===== src/rtl/gpr_pkg.sv =====
package gpr_pkg;
  typedef enum logic [1:0] {
    OPW_8  = 2'd0,
    OPW_16 = 2'd1,
    OPW_32 = 2'd2,
    OPW_64 = 2'd3
  } opw_e;
endpackage


===== src/rtl/gpr_rstsync.sv =====
module gpr_rstsync (
  input  logic clk,
  input  logic rst_ni,
  output logic rst_sync_no
);
  logic [1:0] sync_q;

  always_ff @(posedge clk or negedge rst_ni) begin
    if (!rst_ni) sync_q <= 2'b00;
    else         sync_q <= {sync_q[0], 1'b1};
  end

  assign rst_sync_no = sync_q[1];
endmodule


===== src/rtl/gpr_rdport.sv =====
module gpr_rdport
  import gpr_pkg::*;
#(
  parameter int XLEN = 64,
  parameter int NREG = 32,
  localparam int IDXW = $clog2(NREG)
) (
  input  logic [NREG-1:0][XLEN-1:0] regs_i,
  input  logic [IDXW-1:0]           idx_i,
  input  logic                      sp_i,
  input  logic [1:0]                width_i,
  input  logic                      sgn_i,
  output logic [XLEN-1:0]           data_o
);
  localparam logic [IDXW-1:0] ZR_IDX = IDXW'(NREG - 1);

  logic [XLEN-1:0] raw;

  always_comb begin
    raw = ((idx_i == ZR_IDX) && !sp_i) ? '0 : regs_i[idx_i];
    unique case (opw_e'(width_i))
      OPW_8:   data_o = {{(XLEN-8){sgn_i & raw[7]}},   raw[7:0]};
      OPW_16:  data_o = {{(XLEN-16){sgn_i & raw[15]}}, raw[15:0]};
      OPW_32:  data_o = {{(XLEN-32){sgn_i & raw[31]}}, raw[31:0]};
      default: data_o = raw;
    endcase
  end
endmodule


===== src/rtl/gpr_pcseq.sv =====
module gpr_pcseq #(
  parameter int              XLEN      = 64,
  parameter logic [XLEN-1:0] RESET_VEC = '0,
  parameter int              STEP      = 4
) (
  input  logic            clk,
  input  logic            rst_ni,
  input  logic            step_i,
  input  logic            load_i,
  input  logic            branch_i,
  input  logic [XLEN-1:0] val_i,
  output logic [XLEN-1:0] pc_o,
  output logic [XLEN-1:0] npc_o
);
  localparam logic [XLEN-1:0] STEP_V = XLEN'(STEP);

  logic [XLEN-1:0] pc_q, pc_d, npc_q, npc_d, tgt;
  logic            en;

  always_comb begin
    if (load_i)        tgt = val_i;
    else if (branch_i) tgt = pc_q + val_i;
    else               tgt = npc_q;
    pc_d  = step_i ? tgt : pc_q;
    npc_d = step_i ? (tgt + STEP_V) : tgt;
    en    = step_i | load_i | branch_i;
  end

  always_ff @(posedge clk or negedge rst_ni) begin
    if (!rst_ni) begin
      pc_q  <= RESET_VEC;
      npc_q <= RESET_VEC + STEP_V;
    end else if (en) begin
      pc_q  <= pc_d;
      npc_q <= npc_d;
    end
  end

  assign pc_o  = pc_q;
  assign npc_o = npc_q;
endmodule


===== src/rtl/gpr_bank.sv =====
module gpr_bank
  import gpr_pkg::*;
#(
  parameter int              XLEN      = 64,
  parameter int              NREG      = 32,
  parameter logic [XLEN-1:0] RESET_VEC = 64'h0000_0000_0000_1000,
  parameter int              STEP      = 4,
  localparam int             IDXW      = $clog2(NREG)
) (
  input  logic            clk,
  input  logic            rst_n,
  input  logic [IDXW-1:0] ra_idx,
  input  logic            ra_sp,
  input  logic [1:0]      ra_width,
  input  logic            ra_signed,
  output logic [XLEN-1:0] ra_data,
  input  logic [IDXW-1:0] rb_idx,
  input  logic            rb_sp,
  input  logic [1:0]      rb_width,
  input  logic            rb_signed,
  output logic [XLEN-1:0] rb_data,
  input  logic            we,
  input  logic [IDXW-1:0] wr_idx,
  input  logic            wr_sp,
  input  logic [1:0]      wr_width,
  input  logic [XLEN-1:0] wr_data,
  input  logic            link_save,
  input  logic            npc_load,
  input  logic            npc_branch,
  input  logic [XLEN-1:0] npc_value,
  input  logic            pc_step,
  output logic [XLEN-1:0] pc_out,
  output logic [XLEN-1:0] npc_out
);
  localparam logic [IDXW-1:0] ZR_IDX   = IDXW'(NREG - 1);
  localparam int              LINK_IDX = NREG - 2;

  logic                      rst_sync_n;
  logic [NREG-1:0][XLEN-1:0] regs_q, regs_d;
  logic [XLEN-1:0]           wval;
  logic                      wr_hit, file_en;

  gpr_rstsync u_rst (
    .clk         (clk),
    .rst_ni      (rst_n),
    .rst_sync_no (rst_sync_n)
  );

  always_comb begin
    unique case (opw_e'(wr_width))
      OPW_8:   wval = {{(XLEN-8){1'b0}},  wr_data[7:0]};
      OPW_16:  wval = {{(XLEN-16){1'b0}}, wr_data[15:0]};
      OPW_32:  wval = {{(XLEN-32){1'b0}}, wr_data[31:0]};
      default: wval = wr_data;
    endcase
    wr_hit  = we && !((wr_idx == ZR_IDX) && !wr_sp);
    file_en = wr_hit | link_save;
    regs_d  = regs_q;
    if (wr_hit)    regs_d[wr_idx]   = wval;
    if (link_save) regs_d[LINK_IDX] = npc_out;
  end

  always_ff @(posedge clk or negedge rst_sync_n) begin
    if (!rst_sync_n)  regs_q <= '0;
    else if (file_en) regs_q <= regs_d;
  end

  logic [1:0][IDXW-1:0] rp_idx;
  logic [1:0]           rp_sp, rp_sgn;
  logic [1:0][1:0]      rp_w;
  logic [1:0][XLEN-1:0] rp_data;

  assign rp_idx = {rb_idx, ra_idx};
  assign rp_sp  = {rb_sp, ra_sp};
  assign rp_sgn = {rb_signed, ra_signed};
  assign rp_w   = {rb_width, ra_width};

  for (genvar p = 0; p < 2; p++) begin : g_rd
    gpr_rdport #(.XLEN(XLEN), .NREG(NREG)) u_rd (
      .regs_i  (regs_q),
      .idx_i   (rp_idx[p]),
      .sp_i    (rp_sp[p]),
      .width_i (rp_w[p]),
      .sgn_i   (rp_sgn[p]),
      .data_o  (rp_data[p])
    );
  end

  assign ra_data = rp_data[0];
  assign rb_data = rp_data[1];

  gpr_pcseq #(.XLEN(XLEN), .RESET_VEC(RESET_VEC), .STEP(STEP)) u_pc (
    .clk      (clk),
    .rst_ni   (rst_sync_n),
    .step_i   (pc_step),
    .load_i   (npc_load),
    .branch_i (npc_branch),
    .val_i    (npc_value),
    .pc_o     (pc_out),
    .npc_o    (npc_out)
  );
endmodule


===== config.mk =====
export PLATFORM = sky130hd
export DESIGN_NAME = gpr_bank
export DESIGN_NICKNAME = d
export VERILOG_FILES = /design/src/rtl/gpr_pkg.sv /design/src/rtl/gpr_rstsync.sv /design/src/rtl/gpr_rdport.sv /design/src/rtl/gpr_pcseq.sv /design/src/rtl/gpr_bank.sv
export SDC_FILE = /design/constraint.sdc
export NUM_CORES = 2
export LEC_CHECK = 0
export BUFFER_PORTS_ARGS = -buffer_cell sky130_fd_sc_hd__buf_2
export CAP_MARGIN = 20
export CORE_UTILIZATION = 40
export DETAILED_ROUTE_END_ITERATION = 10
export PLACE_DENSITY = 0.67
export SKIP_LAST_GASP = 1
export SLEW_MARGIN = 20
export SYNTH_ARGS = -nofsm -noshare
export SYNTH_HDL_FRONTEND = slang
export SYNTH_SLANG_ARGS = --single-unit

===== constraint.sdc =====
create_clock -name clk -period 122.6 [get_ports clk]
set_input_delay 12.26 -clock clk [delete_from_list [all_inputs] [get_ports clk]]
set_output_delay 12.26 -clock clk [all_outputs]
set_load 0.005 [all_outputs]

==> impl_metrics.csv <==
group,metric,value,unit
drt,drt_iter0_drc,10100,
layout,nNetsFinal,9898,
placed_design,dp_slack,91.66,ns
floorplanning,coreArea,288000,µm²
yosys,yosysTopAreaCell,"dfrtp_1",
drt,drt-total-wl,417000,µm
critical_path,endpoint_kind,"primary output",
drt,wire_per_inst,30.5,µm
critical_path,cp-start-kind,"input pin",
critical_path,cp.required,110.34,ns
pwr,swShare,29.9,%
pwr,comb_power_share,19.0,%
yosys,synth.avg_cell_area,11.7,µm²
sta,worst_pin_slew,1.25,ns
sta,fmax,32.6,MHz
global_routing,grt_overflow,0,
global_routing,grt_pass1_vias,88300,
global_routing,grt_pass1_wl,612000,µm
yosys,syn_inst,9872,
layout,final_layout_size_suffix_gt1_share,26.4,%
pwr,ir_drop,14.0,µV
floorplanning,io_pins,417,
global_routing,antenna_found_initial,61,
clocking,clockRootBuffer,"clkbuf_16",
job,cap_violations,0,
drt,final_antenna_net_count,0,
floorplanning,rows,197,
global_routing,grt_start_max_net_pins,188,
clocking,cts_resized,0,
layout,layout_commonest_cell,"dfrtp_1",
yosys,yosys_warnings,0,
placed_design,placedCellCount,13200,
floorplanning,initial_core_util,40.2,%
clocking,cts.path.max_buffers,4,
drt,vias_per_cell,6.37,
drt,top_layer,"met5",
critical_path,path_max_fanout,109,
drt,met3_length,53500,µm
layout,syn_to_final_growth,11.2,%
placed_design,hpwl,259000,µm
pwr,p_clk_share,36.7,%
sta,skew,0.0597,ns
critical_path,worstPathArrival,18.43,ns
clocking,htreeDepth,4,
yosys,synthArstFlopShare,100,%
layout,final_cell_mix,"2174 x dfrtp_1, 1991 x o21ai_0, 1984 x nand2_1",
drt,routed-wl-met2,180000,µm
critical_path,regToRegStartpoint,"u_pc.pc_o[0]",
clocking,postCtsSetupRepairBufs,0,
floorplanning,die_w,540,µm
floorplanning,die_area,292000,µm²
drt,dr.pass1.iters,8,
placed_design,io_buffers,416,
critical_path,startpoint,"rb_idx[0]",
drt,vias,87100,
global_routing,gr-usage-all-layers,28.6,%
yosys,synth_edf_count,0,
pwr,p_per_area,15.7,nW/µm²
yosys,synth_cell_types,86,
sta,drv_slew,0,
sta,finalCritPeriodShare,25.0,%
sta,hold_violations,0,
sta,worst_slack,91.91,ns
sta,rsz0062_at_grt,"no",
sta,fin_crit,30.69,ns
pwr,intPower,1.42,mW
clocking,cts_tree,"built",
sta,tns,0,ns
yosys,ys_ff_latch,2178,
yosys,syn-cell-area,116000,µm²
clocking,numCtsBuffers,231,
yosys,synthTopCellsByArea,"dfrtp_1 47%, mux4_2 25%, o21ai_0 8.6%, nand2_1 6.5%, clkbuf_1 2.9%",
layout,instances_no_fill,13700,
clocking,insertion_delay,0.93,ns
pwr,p_total,2.02,mW
clocking,clock-sinks,2178,
sta,setup_viol,0,
yosys,syn_nets,10100,
placed_design,place_congestion,0.948,
pwr,p_sw,0.603,mW
critical_path,criticalPathCategory,"input pin to primary output",
sta,max_slew_margin,16.4,%
pwr,p_leak,54.5,nW
drt,drc_errors,0,
yosys,synth_flop_cell,"dfrtp_1",
status,status,"finished, final reports clean",
yosys,ys_seq_area_share,47.1,%
min_path,hold_path.class,"register to register",
floorplanning,die_h,540,µm
clocking,postCtsHoldBufs,0,
drt,wl_met1,152000,µm
pwr,pwr-share-seq,44.3,%
yosys,yosysTopAreaCellShare,47.0,%
clocking,clk_pin_slew_worst_paths,0.06,ns
min_path,min-delay-start,"u_rst.sync_q[0]",
[worst paths after layout]
check                                  endpoint  cells past startpoint  slack [ns]
worst max-delay path                rb_data[36]                     10       91.91
worst min-delay path            u_rst.sync_q[1]                      0        0.36
worst max register to register   u_pc.npc_o[61]                     15      115.98
worst min register to register  u_rst.sync_q[1]                      0        0.36
max in group asynchronous       u_rst.sync_q[1]                      1      111.34
min in group asynchronous          u_pc.pc_o[3]                      0        0.45
[cells in the mapped netlist (40+ instances only)]
library cell and count:
mux2_2 288, dfrtp_1 2175, nand2_1 2020, mux2i_1 159, o21ai_0 1993, xor2_1 40, nor2_1 172, clkbuf_1 907
mux4_2 1280, xnor2_1 59, buf_1 90, ha_1 64, a21oi_1 180
[state kept, by name, summed over array words and instances, names as in the netlist]
signal        cells
regs_q         2048
u_pc.npc_o       64
u_pc.pc_o        64
u_rst.sync_q      2
[power by group through the flow]
stage / combinational [mW] / clock, mW / sequential, mW
2_1_floorplan: 0.258 / 0 / 0.875
3_3_place_gp: 0.369 / 0 / 0.894
3_5_place_dp: 0.379 / 0 / 0.903
4_1_cts: 0.381 / 0.747 / 0.890
5_1_grt: 0.414 / 0.775 / 0.903
6_report: 0.385 / 0.741 / 0.894
[stage by stage]
stage               cell area, µm²  util (%)  hold WS [ns]
floorplan                   116000         -         0.331
global placement            120000      41.8         0.340
detailed placement          120000      41.9         0.337
CTS                         128000      44.6         0.355
global route                129000      44.7         0.364
finish                      129000      44.7         0.356
[routing by layer]
metal / vias up / global-route usage [%]
met3: 1267 / 9.85
met2: 5206 / 41.5
met4: 50 / 18.3
li1: 35900 / -
met5: - / 0
met1: 44700 / 36.4
[cell families (layout without fill, tap and decap cells)]
logic type | after synthesis | after routing | share of synthesized area, %
adders and majority gates | 65 | 65 | 0.709
other | 1 | 44 | 0.00324
DFF | 2178 | 2178 | 47.1
and+or+nand+nor | 2393 | 2393 | 8.22
buffers and inverters | 1043 | 1019 | 3.40
muxes | 1727 | 1727 | 29.1
xor gates and xnor gates | 99 | 99 | 0.749
AOI/OAI and AO/OA | 2366 | 2366 | 10.8
[layout make-up]
type                    count  area (µm²)
fillers                 25800      159000
well taps                3781        4730
clock buffers             316        6590
repair buffers            578        3640
multi-input cells        6651       57700
inverters                  32         120
clock inverters            93        1320
flip-flops and latches   2178       54500
diodes                     43         108
[critical path, stage by stage]
cell,delay (ns)
buf_8,0.58
buf_4,0.68
buf_4,0.77
buf_4,0.85
buf_12,0.75
mux4_2,0.60
mux4_2,0.50
mux2i_1,0.81
o21ai_0,0.18
buf_2,0.17
Power figures use the tool's default switching activity.
